<file path="src/rtl/term_pkg.sv">
package term_pkg;
    localparam int READY_BIT = 0;
    localparam int IE_BIT    = 1;

    typedef enum logic [2:0] {
        SEL_NONE,
        SEL_RX_CTRL,
        SEL_RX_DATA,
        SEL_TX_CTRL,
        SEL_TX_DATA
    } reg_sel_t;

    typedef enum logic {
        RX_EMPTY,
        RX_FULL
    } rx_state_t;

    typedef enum logic {
        TX_IDLE,
        TX_BUSY
    } tx_state_t;
endpackage

</file>
<file path="src/rtl/term_decode.sv">
module term_decode
    import term_pkg::*;
#(
    parameter int          AW        = 32,
    parameter logic [AW-1:0] BASE_ADDR = 32'hFFFF_0000
) (
    input  logic [AW-1:0] addr,
    output reg_sel_t      sel
);
    localparam int WORD_LSB = 2;
    localparam int SPAN_LSB = 4;

    logic in_window;
    logic aligned;

    assign in_window = (addr[AW-1:SPAN_LSB] == BASE_ADDR[AW-1:SPAN_LSB]);
    assign aligned   = (addr[WORD_LSB-1:0] == '0);

    always_comb begin
        sel = SEL_NONE;
        if (in_window && aligned) begin
            unique case (addr[SPAN_LSB-1:WORD_LSB])
                2'd0: sel = SEL_RX_CTRL;
                2'd1: sel = SEL_RX_DATA;
                2'd2: sel = SEL_TX_CTRL;
                2'd3: sel = SEL_TX_DATA;
            endcase
        end
    end
endmodule

</file>
<file path="src/rtl/term_rx.sv">
module term_rx
    import term_pkg::*;
#(
    parameter int CW = 8
) (
    input  logic          clk,
    input  logic          rst_n,
    input  logic          in_valid,
    input  logic [CW-1:0] in_data,
    input  logic          rd_strobe,
    input  logic          ctrl_wr,
    input  logic          ctrl_ie,
    output logic          ready,
    output logic          ie,
    output logic [CW-1:0] held
);
    rx_state_t state_q, state_d;

    always_ff @(posedge clk) begin
        if (!rst_n) state_q <= RX_EMPTY;
        else        state_q <= state_d;
    end

    always_comb begin
        state_d = state_q;
        unique case (state_q)
            RX_EMPTY: if (in_valid) state_d = RX_FULL;
            RX_FULL:  if (rd_strobe && !in_valid) state_d = RX_EMPTY;
        endcase
    end

    always_comb begin
        ready = (state_q == RX_FULL);
    end

    always_ff @(posedge clk) begin
        if (!rst_n) begin
            held <= '0;
            ie   <= 1'b0;
        end else begin
            if (in_valid) held <= in_data;
            if (ctrl_wr)  ie   <= ctrl_ie;
        end
    end

    p_capture_r3: assert property (@(posedge clk) disable iff (!rst_n)
        in_valid |=> (ready && held == $past(in_data)));
    p_clear_r4: assert property (@(posedge clk) disable iff (!rst_n)
        (rd_strobe && !in_valid) |=> !ready);
    p_keep_r4: assert property (@(posedge clk) disable iff (!rst_n)
        (ready && !rd_strobe) |=> ready);
    p_collide_r5: assert property (@(posedge clk) disable iff (!rst_n)
        (rd_strobe && in_valid) |=> ready);
endmodule

</file>
<file path="src/rtl/term_tx.sv">
module term_tx
    import term_pkg::*;
#(
    parameter int CW = 8
) (
    input  logic          clk,
    input  logic          rst_n,
    input  logic          wr_strobe,
    input  logic [CW-1:0] wr_char,
    input  logic          ctrl_wr,
    input  logic          ctrl_ie,
    input  logic          sink_ready,
    output logic          sink_valid,
    output logic [CW-1:0] sink_data,
    output logic          ready,
    output logic          ie
);
    tx_state_t state_q, state_d;
    logic [CW-1:0] char_q;

    always_ff @(posedge clk) begin
        if (!rst_n) state_q <= TX_IDLE;
        else        state_q <= state_d;
    end

    always_comb begin
        state_d = state_q;
        unique case (state_q)
            TX_IDLE: if (wr_strobe)  state_d = TX_BUSY;
            TX_BUSY: if (sink_ready) state_d = TX_IDLE;
        endcase
    end

    always_comb begin
        ready      = (state_q == TX_IDLE);
        sink_valid = (state_q == TX_BUSY);
        sink_data  = char_q;
    end

    always_ff @(posedge clk) begin
        if (!rst_n) begin
            char_q <= '0;
            ie     <= 1'b0;
        end else begin
            if (wr_strobe && state_q == TX_IDLE) char_q <= wr_char;
            if (ctrl_wr) ie <= ctrl_ie;
        end
    end

    p_accept_r6: assert property (@(posedge clk) disable iff (!rst_n)
        (ready && wr_strobe) |=> (sink_valid && sink_data == $past(wr_char)));
    p_hold_r7: assert property (@(posedge clk) disable iff (!rst_n)
        (sink_valid && !sink_ready) |=> (sink_valid && $stable(sink_data)));
    p_done_r7: assert property (@(posedge clk) disable iff (!rst_n)
        (sink_valid && sink_ready) |=> (ready && !sink_valid));
    p_busy_ignore_r8: assert property (@(posedge clk) disable iff (!rst_n)
        (!ready && wr_strobe && !sink_ready) |=> $stable(sink_data));
endmodule

</file>
<file path="src/rtl/term_mmio.sv">
module term_mmio
    import term_pkg::*;
#(
    parameter int            AW        = 32,
    parameter int            DW        = 32,
    parameter int            CW        = 8,
    parameter logic [AW-1:0] BASE_ADDR = 32'hFFFF_0000
) (
    input  logic          clk,
    input  logic          rst_n,
    input  logic [AW-1:0] bus_addr,
    input  logic          bus_rd,
    input  logic          bus_wr,
    input  logic [DW-1:0] bus_wdata,
    output logic [DW-1:0] bus_rdata,
    input  logic          rx_valid,
    input  logic [CW-1:0] rx_data,
    output logic          tx_valid,
    output logic [CW-1:0] tx_data,
    input  logic          tx_ready,
    output logic          irq
);
    localparam int PAD_W = DW - CW;

    reg_sel_t      sel;
    logic          rx_rdy, rx_ie, tx_rdy, tx_ie;
    logic [CW-1:0] rx_held;

    term_decode #(.AW(AW), .BASE_ADDR(BASE_ADDR)) u_dec (
        .addr (bus_addr),
        .sel  (sel)
    );

    term_rx #(.CW(CW)) u_rx (
        .clk       (clk),
        .rst_n     (rst_n),
        .in_valid  (rx_valid),
        .in_data   (rx_data),
        .rd_strobe (bus_rd && sel == SEL_RX_DATA),
        .ctrl_wr   (bus_wr && sel == SEL_RX_CTRL),
        .ctrl_ie   (bus_wdata[IE_BIT]),
        .ready     (rx_rdy),
        .ie        (rx_ie),
        .held      (rx_held)
    );

    term_tx #(.CW(CW)) u_tx (
        .clk        (clk),
        .rst_n      (rst_n),
        .wr_strobe  (bus_wr && sel == SEL_TX_DATA),
        .wr_char    (bus_wdata[CW-1:0]),
        .ctrl_wr    (bus_wr && sel == SEL_TX_CTRL),
        .ctrl_ie    (bus_wdata[IE_BIT]),
        .sink_ready (tx_ready),
        .sink_valid (tx_valid),
        .sink_data  (tx_data),
        .ready      (tx_rdy),
        .ie         (tx_ie)
    );

    always_comb begin
        bus_rdata = '0;
        unique case (sel)
            SEL_RX_CTRL: begin
                bus_rdata[READY_BIT] = rx_rdy;
                bus_rdata[IE_BIT]    = rx_ie;
            end
            SEL_RX_DATA: bus_rdata = {{PAD_W{1'b0}}, rx_held};
            SEL_TX_CTRL: begin
                bus_rdata[READY_BIT] = tx_rdy;
                bus_rdata[IE_BIT]    = tx_ie;
            end
            SEL_TX_DATA: bus_rdata = '0;
            SEL_NONE:    bus_rdata = '0;
        endcase
    end

    always_comb begin
        irq = (rx_rdy && rx_ie) || (tx_rdy && tx_ie);
    end

    p_ie_write_r9: assert property (@(posedge clk) disable iff (!rst_n)
        (bus_wr && sel == SEL_RX_CTRL) |=> (rx_ie == $past(bus_wdata[IE_BIT])));
    p_ie_write_tx_r9: assert property (@(posedge clk) disable iff (!rst_n)
        (bus_wr && sel == SEL_TX_CTRL) |=> (tx_ie == $past(bus_wdata[IE_BIT])));
    p_unmapped_r1: assert property (@(posedge clk) disable iff (!rst_n)
        (bus_rd && sel == SEL_NONE) |-> (bus_rdata == '0));
    p_irq_quiet_r10: assert property (@(posedge clk) disable iff (!rst_n)
        (!rx_ie && !tx_ie) |-> !irq);
endmodule

</file>
<file path="config.mk">
export PLATFORM = sky130hd
export DESIGN_NAME = term_mmio
export DESIGN_NICKNAME = d
export VERILOG_FILES = /design/src/rtl/term_pkg.sv /design/src/rtl/term_decode.sv /design/src/rtl/term_rx.sv /design/src/rtl/term_tx.sv /design/src/rtl/term_mmio.sv
export SDC_FILE = /design/constraint.sdc
export NUM_CORES = 1
export LEC_CHECK = 0
export ABC_AREA = 1
export BUFFER_PORTS_ARGS = -buffer_cell sky130_fd_sc_hd__buf_2
export CAP_MARGIN = 20
export CORE_ASPECT_RATIO = 1.1
export CORE_MARGIN = 8
export CORE_UTILIZATION = 33
export DETAILED_ROUTE_END_ITERATION = 6
export PLACE_DENSITY = 0.79
export SLEW_MARGIN = 30
export SYNTH_ARGS = -nofsm -noshare
export SYNTH_HDL_FRONTEND = slang
export SYNTH_HIERARCHICAL = 1
export SYNTH_SLANG_ARGS = --single-unit
</file>
<file path="constraint.sdc">
create_clock -name clk -period 1.7 [get_ports clk]
set_input_delay 0.085 -clock clk [delete_from_list [all_inputs] [get_ports clk]]
set_output_delay 0.085 -clock clk [all_outputs]
set_load 0.01 [all_outputs]
</file>
Yosys cells after proc, flatten, opt, wreduce, memory -nomap -nowiden:

Cells that the tools add are included.

* multiplexer cells: 10
* multiply operators: 0
* reduce and logical (&&, ||, !) cells: 15
* shift-type cells: 0
* add/subtract/negate cells: 0
* bitwise logic cells: 2
* $lt $le $gt $ge: 0
* div/mod/pow operators: 0
* equal/unequal tests: 8

Operator list (count)
* 28-bit == test (second input constant): 1
* 3-bit case mux with 4 select lines: 1
* 1-bit logical AND: 9
* 2-bit case mux with 4 select lines: 1
* 3-bit by 2-bit == test with 1-bit output (second input constant): 2
* 6-bit two-way mux: 1
* 2-bit == test (second input constant): 2
* 2-bit logical NOT: 2
* 1-bit two-way mux: 4
* 1-bit case mux with 2 select lines: 2
* 3-bit by 1-bit == test with 1-bit output (second input constant): 1
* 3-bit == test (second input constant): 1
* 3-bit logical NOT: 1
* 3-bit two-way mux: 1
* 2-bit by 1-bit == test with 1-bit output (second input constant): 1
* 1-bit inverter: 2
* 2-bit OR reduction: 1
* 1-bit logical NOT: 1
* 1-bit logical OR: 1

* register bits after elaboration: 20
* bits of input ports: 78
* RAM bits: 0
* ROM bits: 0
* memories: 0
* latch bits: 0

Longest topological paths before layout:

Gate-level depths: netlist of run 1.

* depth after elaboration: 8
* mapped depth: 16
* gate-level depth less buffers: 14

Hierarchy:

Netlist of run 1, hierarchy kept.

Modules (own cells, without submodules)
* term_tx: cells each 62, seq. area each 200.2 sq um, area each 430.4 sq um, instances 1
* term_mmio: cells each 60, seq. area each 0.0 sq um, area each 360.3 sq um, instances 1
* term_rx: cells each 43, seq. area each 200.2 sq um, area each 340.3 sq um, instances 1
* term_decode: cells each 42, seq. area each 0.0 sq um, area each 191.4 sq um, instances 1

Worst setup path after synthesis of run 1:

OpenSTA, ideal clock, no wires.

* kind: input port to flip-flop
* start: input bus_addr[12]
* end: register u_tx.char_q[0], in the netlist u_tx/sink_data[0]
* data required time: 1587 ps
* buffers on the path: 1
* arrival time: 1200 ps
* path slack: 387 ps
* stages on the path: 15
* cell sequence: inv_1 nand2_1 nor2_1 nand2_1 nor2_2 nand2_1 nor2_1 inv_2 nand2_2 nor2_1 buf_6 inv_4 nor2_4 nor2_1 nor2_1

* word-level cells in the longest chain between the ends: 6

RTL lines
* start: declaration: RTL line term_mmio.sv:11 `input logic [AW-1:0] bus_addr,`
* 28-bit == test: RTL line term_decode.sv:16 `assign in_window = (addr[AW-1:SPAN_LSB] == BASE_ADDR[AW-1:SPAN_LSB]);`
* 1-bit logical AND: RTL line term_decode.sv:21 `if (in_window && aligned) begin`
* 3-bit two-way mux: RTL line term_decode.sv:21
* net sel[0]: RTL line term_mmio.sv:25 `reg_sel_t sel;`
* 3-bit == test: RTL line term_mmio.sv:50 `.wr_strobe (bus_wr && sel == SEL_TX_DATA),`
* 1-bit logical AND: RTL line term_mmio.sv:50
* 1-bit logical AND: RTL line term_tx.sv:45 `if (wr_strobe && state_q == TX_IDLE) char_q <= wr_char;`
* end signal: assignment: RTL line term_tx.sv:45
* end: declaration: RTL line term_tx.sv:19 `logic [CW-1:0] char_q;`

The timed path passes the listed nets, and every way through them passes these cells.
A chain may end at the register's enable or synchronous reset.

Worst setup path in the final report of run 1:

* start: input bus_addr[12]
* end: output bus_rdata[0]

* word-level cells in the longest chain between the ends: 6
* elaborated cells between the ends (all ways): 10
* those cells by class: eq/ne: 5; mux: 2; reduce/logical: 3

RTL lines
* 28-bit == test (*): RTL line term_decode.sv:16
* 1-bit logical AND (*): RTL line term_decode.sv:21
* 3-bit two-way mux (*): RTL line term_decode.sv:21
* net sel[2]: RTL line term_mmio.sv:25
* 3-bit == test / 3-bit logical NOT (equally long branches): RTL line term_mmio.sv:63 `unique case (sel)`
* 2-bit OR reduction (no line)
* 2-bit case mux with 4 select lines (*): RTL line term_mmio.sv:63
* end: declaration: RTL line term_mmio.sv:15 `output logic [DW-1:0] bus_rdata,`

The timed path passes the listed nets; every way through them passes the cells marked *.

==> run_results.csv, run 1 <==
group,metric,value,unit
outcome,status,"finished clean",
final_layout,final_cells,334,
synth,ys.flop_type,"dfxtp_1",
worst_setup_path,cpMostUsedCell,"nand2_1",
synth,yosys.area_share.adder,0.0284,
worst_setup_path,reg2reg_depth,4,
drt,drcViolationCount,0,
clock_network,numCtsBuffers,3,
sta,holdWs,45.9,ps
worst_setup_path,path_class,"in -> out",
clock_network,cts_resized,0,
floorplanning,die_y,82.4,um
clock_network,clock_path_buffers,2,
synth,synth_top_area_cell,"dfxtp_1",
clock_network,path_clk_slew,70,ps
sta,final.setup.tns,0,ps
worst_setup_path,r2r_slack,810,ps
min_path,hold_depth,3,
sta,setup_viol,0,
drt,drt_wl_total,3470,um
worst_setup_path,cp_max_fo,6,
synth,synth_top_cells_by_area,"dfxtp_1 30%, nor2_1 16%, buf_4 14%",
sta,rsz0062_at_grt,"no",
synth,yosys.cell_types.count,24,
floorplanning,die_w,76.4,um
floorplanning,ios,120,
worst_setup_path,critical_path_required,1620,ps
synth,syn_inst,207,
floorplanning,core_area,3900,um^2
min_path,hp-class,"in -> reg",
min_path,min_from,"rx_data[6]",
drt,viasPerCell,4.06,
floorplanning,initial_core_util,0.339,
final_layout,multi_input_area,671,um^2
power_and_ir_drop,total_power,0.00100,W
worst_setup_path,startpoint_type,"primary input",
power_and_ir_drop,peakVddDrop,0.441,mV
sta,skew,0.238,ps
synth,synth_top_cell_area_share,0.303,
worst_setup_path,crit_path_end_kind,"output pin",
synth,synth_compound_area_frac,0.0605,
synth,synthXorXnorAreaFrac,0,
floorplanning,fp-row-count,24,
synth,synthMuxAreaShare,0,
global_route,globalRouteOverflowTotal,0,
drt,first_pass_iters,4,
global_route,grt_use_total,0.110,
worst_setup_path,worstReg2RegEnd,"u_tx/sink_data[2]$_SDFFE_PN0P_",
drt,wl_per_cell,10.4,um
final_layout,final_nets,364,
clock_network,cts.sinks,20,
clock_network,clock_latency,250,ps
sta,slew_viol_final,0,
placed_design,pre_cts_ws,84.3,ps
worst_setup_path,cp_slowest_cell,"nor2_1",
global_route,grt_pass1_wl,5900,um
drt,vias,1356,
clock_network,cts_max_level,1,
final_layout,drive_gt1_frac,0.323,
synth,synth-async-reset-ratio,0,
global_route,antenna_found_initial,0,
final_layout,antenna_cells,0,
min_path,hold_end,"u_rx/held[6]$_SDFFE_PN0P_",
synth,ys_warn_count,6,
worst_setup_path,crit_chain,"buf_2, inv_1, nand2_1, nor2_1, nand2_1, nor2_2, nand2_1, nor2_1, buf_4, inv_2, nand2_1, nand3_1, nand3_1, buf_2",
placed_design,portBuffers,71,
clock_network,cts_root_buffer,"clkbuf_8",
worst_setup_path,r2r_start,"u_tx/sink_valid$_SDFF_PN0_",
sta,post-route-period-util,0.830,
floorplanning,dieArea,6290,um^2
placed_design,routabilityCongestion,0.801,
placed_design,dp_hpwl,2930,um
synth,syn_area,1320,um^2
global_route,grt_start_max_net_pins,21,
worst_setup_path,crit_arrival,1330,ps
synth,synth_edf_count,0,
sta,period_needed,1410,ps
placed_design,dp.cells,330,
final_layout,syn_to_final_growth,30.0,%
worst_setup_path,max_stage_delay,150,ps
final_layout,fillCellCount,423,
synth,synth-simple-area-share,0.350,
synth,ys_ff_latch,20,
synth,synth_top_family_by_area,"simple AND/OR/NAND/NOR gates",
sta,fmax,0.708,GHz
sta,fin_ws,288,ps
power_and_ir_drop,p_leak,0.962,nW
flow_run,cap_violations,0,
sta,hold_viol_final,0,
drt,first_iter_violations,34,
power_and_ir_drop,p_per_area,582,nW/um^2
clock_network,hold_buffers,0,
synth,avgSynthCellArea,6.39,um^2
drt,ant_nets,0,
clock_network,post-cts-setup-buffers,0,
final_layout,final-seq-area,400,um^2
clock_network,cts_tree,"done",
global_route,grt_pass1_vias,1430,
synth,ys_seq_area_frac,0.303,
==> per-stage QoR <==
step                 util  cell area (um^2)
global placement    0.426              1660
detailed placement  0.426              1660
global route        0.440              1720
CTS                 0.440              1720
floorplan               -              1410
finish              0.440              1720
==> worst max path at each step <==
stage / from / to / slack (ps) / cells past startpoint
after global routing: bus_addr[14] / bus_rdata[1] / 120 / 13
after detailed placement: bus_addr[12] / u_tx/sink_data[2]$_SDFFE_PN0P_ / 80 / 15
after global placement: bus_addr[12] / u_tx/sink_data[1]$_SDFFE_PN0P_ / 120 / 15
after floorplan: bus_addr[12] / u_tx/sink_data[0]$_SDFFE_PN0P_ / 390 / 15
after CTS: bus_addr[12] / bus_rdata[0] / 260 / 14
final: bus_addr[12] / bus_rdata[0] / 290 / 14
==> sequential cells by signal, summed over array words and instances (netlist names) <==
name,flops
u_rx/held,8
u_rx/ie,1
u_rx/ready,1
u_tx/ie,1
u_tx/sink_data,8
u_tx/sink_valid,1
==> where the power goes <==
part	leakage [nW]	internal (W)	switching (W)
clock	0.0288	0.000206	0.000156
sequential	0.163	0.000483	0.00000763
combinational	0.769	0.0000654	0.0000825
total	0.962	0.000754	0.000246
==> per-layer routing <==
| layer | vias up | part of all wire | GRT usage |
|---|---|---|---|
| met4 | 0 | 0 | 0.0115 |
| met5 | - | 0 | 0 |
| met3 | 0 | 0.10 | 0.0584 |
| li1 | 733 | - | - |
| met1 | 567 | 0.40 | 0.107 |
| met2 | 56 | 0.49 | 0.212 |
==> Yosys cell counts, types with 2 or more instances <==
| library cell | count |
|---|---|
| o21ai_0 | 9 |
| buf_6 | 2 |
| dfxtp_1 | 20 |
| nor2_2 | 2 |
| ha_1 | 3 |
| nand3_1 | 14 |
| inv_2 | 5 |
| inv_1 | 28 |
| nand2_1 | 27 |
| nor2_1 | 57 |
| buf_4 | 24 |
| nand4_1 | 4 |
==> layout make-up <==
cell class	count	area share
Clock buffer	4	0.0320
Inverter	34	0.0757
Multi-Input combinational cell	149	0.390
Sequential cell	20	0.233
Tap cell	52	0.0378
Timing Repair Buffer	75	0.231
==> cell families after synthesis <==
logic type               count (synthesis)
AND/OR/NAND/NOR                        108
other                                    1
buffers and inverters                   61
adder cells (fa/ha/maj)                  3
AO/OA/AOI/OAI                           14
flip-flops                              20
==> cells in the final DEF, fill, tap and decap left out, drive strengths merged, types with 3 or more instances in the layout <==
cell type,n
o21ai,10
nand2,28
nor2,60
ha,3
nand3,15
nand4,4
clkbuf,4
buf,75
inv,34
dfxtp,20
conb,24
==> worst max-delay path, delay by kind of cell <==
| family | cells | cell delay, ps |
|---|---|---|
| buffers and inverters | 5 | 470 |
| AND/OR/NAND/NOR | 9 | 760 |
(Power assumes the default switching activity.)
==> run 2, diff against run 1 <==
clock period = 1.3 ns   (was 1.7 ns; I/O delays follow)
==> run 2 against run 1 <==
  * Combinational power is 49% higher
  * Register-to-register slack worse by 360 ps
  * Utilization is 7.2 points higher
  * Global-route usage is 0.54 points higher
  * Critical endpoint unchanged
  * Final area is 16% higher
  * Critical path type unchanged
  * Largest power group unchanged
  * The run now ends with setup timing left
  * Critical path depth is 1 lower
  * Die area stayed put
  * Largest cell class unchanged
==> run_results.csv, run 2 (same netlist as run 1, synthesis figures left out) <==
group,metric,value,unit
outcome,status,"finished with violations",
final_layout,final_common_cell,"buf_2",
drt,ant_nets,0,
worst_setup_path,crit_chain,"buf_6, inv_2, nand2_2, nor2_2, nand2_1, nor2_2, nand2_4, nor2_4, buf_6, buf_6, nand4_1, nand3_2, buf_6",
power_and_ir_drop,p_leak,1.08,nW
worst_setup_path,crit_path_end_kind,"output pin",
worst_setup_path,crit_arrival,1280,ps
floorplanning,initial_core_util,0.339,
clock_network,cts_root_buffer,"clkbuf_8",
power_and_ir_drop,p_sw,0.000333,W
final_layout,utilization,0.513,
worst_setup_path,cpMostUsedCell,"buf_6",
worst_setup_path,path_class,"in -> out",
worst_setup_path,cp_slowest_cell,"nor2_2",
worst_setup_path,critPathBufInv,5,
clock_network,clock_latency,260,ps
floorplanning,die_w,76.4,um
worst_setup_path,path_delay_family,"simple AND/OR/NAND/NOR gates",
sta,hold_viol_final,0,
worst_setup_path,max_stage_delay,150,ps
clock_network,clock_path_buffers,2,
sta,setup_viol,8,
drt,first_pass_iters,4,
sta,skew,0.139,ps
global_route,antenna_found_initial,0,
placed_design,routabilityCongestion,0.815,
global_route,grt_start_max_net_pins,21,
sta,rsz0062_at_grt,"yes",
global_route,grt_pass1_wl,6140,um
clock_network,cts_max_level,1,
drt,drcViolationCount,0,
sta,period_needed,1340,ps
power_and_ir_drop,p_seq_frac,0.481,
sta,post-route-period-util,1.03,
floorplanning,fp-row-count,24,
global_route,grt_pass1_vias,1502,
drt,wl_per_cell,11.1,um
sta,fin_ws,-41.8,ps
placed_design,pre_cts_ws,-178,ps
drt,first_iter_violations,53,
floorplanning,core_area,3900,um^2
global_route,grt_use_total,0.115,
drt,drt_wl_total,3810,um
sta,fmax,0.745,GHz
final_layout,antenna_cells,0,
power_and_ir_drop,total_power,0.00134,W
worst_setup_path,startpoint_type,"primary input",
power_and_ir_drop,p_comb_frac,0.165,
clock_network,path_clk_slew,70,ps
power_and_ir_drop,p_per_area,668,nW/um^2
final_layout,drive_gt1_frac,0.452,
placed_design,portBuffers,71,
global_route,globalRouteOverflowTotal,0,
final_layout,final_cells,344,
worst_setup_path,critical_path_required,1240,ps
drt,viasPerCell,4.11,
clock_network,cts.sinks,20,
min_path,hp-class,"in -> reg",
power_and_ir_drop,clkPwrFrac,0.354,
clock_network,numCtsBuffers,3,
power_and_ir_drop,p_int,0.00100,W
drt,vias,1413,
sta,holdWs,27.5,ps
placed_design,dp_hpwl,2900,um
floorplanning,ios,120,
clock_network,hold_buffers,0,
sta,slew_viol_final,0,
final_layout,final_nets,374,
power_and_ir_drop,peakVddDrop,0.690,mV
final_layout,final_cell_mix,"63 x buf_2, 46 x nor2_1, 24 x inv_1, 24 x conb_1, 20 x nand2_1",
outcome,violations,"setup timing",
clock_network,cts_tree,"done",
floorplanning,die_y,82.4,um
flow_run,cap_violations,0,
floorplanning,dieArea,6290,um^2
power_and_ir_drop,swShare,0.250,
final_layout,syn_to_final_growth,51.3,%
worst_setup_path,cp_max_fo,3,
placed_design,dp.cells,334,
run 2: changes by cell type in the layout (fill, tap and decap cells not counted), sizes merged:
| cell | previous run | this run |
|---|---|---|
| buf | 75 | 85 |
run 2: stage by stage:
stage / setup TNS (ps) / area, um^2
after floorplan: 0 / 1410
after CTS: -171 / 1850
after detailed placement: -2200 / 1680
final: -180 / 2000
after global routing: -2700 / 2000
after global placement: -1890 / 1680
run 2: routing by layer:
metal,GRT usage,part of all wire,vias to the layer above
li1,-,-,747
met1,0.111,0.38,604
met2,0.228,0.53,60
met3,0.0530,0.089,2
met4,0.0173,0.0013,0
met5,0,0,-
run 2: worst min-delay path, stage by stage:
cell,delay [ps]
buf_2,80
nor2_1,30
nor2_1,80
run 2: worst paths after layout:
| check | startpoint | endpoint | slack, ps | depth (start not counted) |
|---|---|---|---|---|
| min | rx_data[7] | u_rx/held[7]$_SDFFE_PN0P_ | 30 | 3 |
| min reg2reg | u_tx/sink_data[6]$_SDFFE_PN0P_ | u_tx/sink_data[6]$_SDFFE_PN0P_ | 470 | 2 |
| max | bus_addr[15] | bus_rdata[0] | -40 | 13 |
| max reg2reg | u_tx/sink_valid$_SDFF_PN0_ | u_tx/sink_data[4]$_SDFFE_PN0P_ | 450 | 4 |
run 2: repair_timing:
item / 4_1_cts / 5_1_grt
pin swaps: 12 / 18
resized for setup: 25 / 35
endpoints found under the setup margin: 8 / 19
buffers inserted: 2 / 4
run 2: layout make-up:
| class | count | area (um^2) |
|---|---|---|
| clock buffers | 4 | 55.1 |
| fillers | 408 | 1900 |
| inverters | 34 | 138 |
| multi-input cells | 149 | 797 |
| flip-flops and latches | 20 | 402 |
| well taps | 52 | 65.1 |
| repair buffers | 85 | 544 |
run 2: power by group through the flow:
stage	registers (W)	logic [W]	clock network (W)
global placement	0.000654	0.000189	0
finish	0.000642	0.000221	0.000472
global route	0.000645	0.000253	0.000512
detailed placement	0.000655	0.000193	0
floorplan	0.000653	0.000151	0
CTS	0.000641	0.000209	0.000483
==> run 3, diff against run 2 <==
REMOVE_ABC_BUFFERS = 1   (was unset)
clock period = 1.35 ns   (was 1.3 ns; I/O delays follow)
==> run 3 against run 2 <==
  * The run now ends clean
  * Sequential power fell by 3.9%
  * Via count fell by 3.6%
  * Final area fell by 10%
  * Worst hold slack improved by 5.6 ps
  * Worst setup slack improved by 77 ps
  * Critical path depth fell by 1
  * Non-clock buffer count fell by 6
==> run_results.csv, run 3 (same netlist as run 1, synthesis figures left out) <==
group,metric,value,unit
outcome,status,"finished clean",
global_route,grt_pass1_vias,1373,
worst_setup_path,crit_path_end_kind,"output pin",
worst_setup_path,reg2reg_depth,4,
clock_network,numCtsBuffers,3,
sta,slew_viol_final,0,
worst_setup_path,cp_max_fo,6,
drt,drt_wl_total,3640,um
worst_setup_path,r2r_slack,530,ps
final_layout,syn_to_final_growth,35.7,%
final_layout,utilization,0.460,
clock_network,cts_max_level,1,
final_layout,drive_gt1_frac,0.381,
worst_setup_path,startpoint,"bus_addr[9]",
global_route,antenna_found_initial,0,
clock_network,path_clk_slew,70,ps
sta,rsz0062_at_grt,"yes",
final_layout,antenna_cells,0,
power_and_ir_drop,p_per_area,709,nW/um^2
clock_network,clock_latency,260,ps
worst_setup_path,crit_path_end,"bus_rdata[0]",
power_and_ir_drop,peakVddDrop,0.562,mV
final_layout,final_nets,368,
floorplanning,core_area,3900,um^2
clock_network,clock_path_buffers,2,
placed_design,portBuffers,71,
drt,first_pass_iters,4,
worst_setup_path,max_stage_delay,140,ps
clock_network,cts_root_buffer,"clkbuf_8",
floorplanning,die_w,76.4,um
drt,first_iter_violations,41,
worst_setup_path,cp_slowest_cell,"buf_2",
flow_run,cap_violations,0,
floorplanning,dieArea,6290,um^2
drt,viasPerCell,4.03,
final_layout,final_common_cell,"buf_2",
floorplanning,initial_core_util,0.339,
global_route,grt_start_max_net_pins,21,
power_and_ir_drop,p_leak,0.983,nW
global_route,globalRouteOverflowTotal,0,
worst_setup_path,startpoint_type,"primary input",
sta,hold_viol_final,0,
global_route,grt_pass1_wl,5620,um
worst_setup_path,crit_arrival,1250,ps
final_layout,fillCellCount,439,
drt,ant_nets,0,
worst_setup_path,path_delay_family,"simple AND/OR/NAND/NOR gates",
floorplanning,die_y,82.4,um
final_layout,final-seq-area,402,um^2
drt,wl_per_cell,10.8,um
floorplanning,fp-row-count,24,
worst_setup_path,critical_path_required,1280,ps
sta,post-route-period-util,0.974,
sta,fmax,0.760,GHz
worst_setup_path,worstReg2RegEnd,"u_tx/sink_data[3]$_SDFFE_PN0P_",
drt,vias,1362,
sta,setup_viol,0,
worst_setup_path,path_depth,12,
floorplanning,ios,120,
sta,period_needed,1320,ps
worst_setup_path,r2r_start,"u_tx/sink_valid$_SDFF_PN0_",
placed_design,dp_hpwl,2950,um
clock_network,cts.sinks,20,
clock_network,cts_tree,"done",
final_layout,multi_input_area,698,um^2
worst_setup_path,path_class,"in -> out",
final_layout,final_cell_mix,"68 x buf_2, 50 x nor2_1, 25 x nand2_1",
min_path,hp-class,"in -> reg",
worst_setup_path,critPathBufInv,4,
worst_setup_path,cpMostUsedCell,"nand3_1",
worst_setup_path,crit_chain,"buf_2, nor2_1, nand3_1, nor2_2, nand2_2, nor2_2, buf_6, inv_4, nand2_2, nand3_1, nand3_1, buf_2",
global_route,grt_use_total,0.107,
sta,skew,0.517,ps
placed_design,routabilityCongestion,0.823,
drt,drcViolationCount,0,
sta,final.setup.tns,0,ps
## run 3: how the worst min path moves through the flow
stage	from	end	slack, ps	depth (start not counted)
2_1_floorplan	rst_n	u_tx/sink_data[0]$_SDFFE_PN0P_	190	2
3_3_place_gp	rx_data[3]	u_rx/held[3]$_SDFFE_PN0P_	290	3
3_5_place_dp	rx_data[0]	u_rx/held[0]$_SDFFE_PN0P_	300	3
4_1_cts	rx_data[0]	u_rx/held[0]$_SDFFE_PN0P_	30	3
5_1_grt	rx_data[2]	u_rx/held[2]$_SDFFE_PN0P_	40	3
6_report	rx_data[6]	u_rx/held[6]$_SDFFE_PN0P_	30	3
## run 3: layout make-up
type	count	share of cell area
clock buffers	4	0.0307
multi-input cells	149	0.389
well taps	52	0.0363
repair buffers	79	0.246
flip-flops and latches	20	0.224
inverters	34	0.0739
## run 3: where the power goes
| group | internal (W) | total [W] | switching [W] |
|---|---|---|---|
| Combinational | 0.0000901 | 0.000202 | 0.000112 |
| Clock | 0.000260 | 0.000453 | 0.000193 |
| Sequential | 0.000608 | 0.000617 | 0.00000896 |
## run 3: worst min-delay path, stage by stage
cell and delay (ps):
buf_2 80, nor2_1 30, nor2_1 80
## run 3: stage by stage
step | instances | area, um^2 | hold WS [ps] | worst slack [ps] | power (W)
2_1_floorplan | 203 | 1200 | 188 | -156 | 0.000718
3_3_place_gp | 333 | 1670 | 289 | -111 | 0.000814
3_5_place_dp | 333 | 1670 | 299 | -159 | 0.000819
4_1_cts | 337 | 1740 | 29.6 | 8.25 | 0.00127
5_1_grt | 338 | 1790 | 40.5 | -87.5 | 0.00135
6_report | 338 | 1790 | 33.1 | 34.7 | 0.00127
## run 3: per-layer routing
metal	routed length [um]	vias to the layer above	GRT usage
met5	0	-	0
met1	1430	571	0.105
met4	46	0	0.0288
li1	-	739	-
met3	324	6	0.0509
met2	1840	46	0.199
## run 3: repair_timing
action,CTS,global route
cloned,0,0
resized for setup,4,17
buffers inserted,0,1
setup endpoints to repair,8,11
pin swaps,0,1
hold buffers,0,0
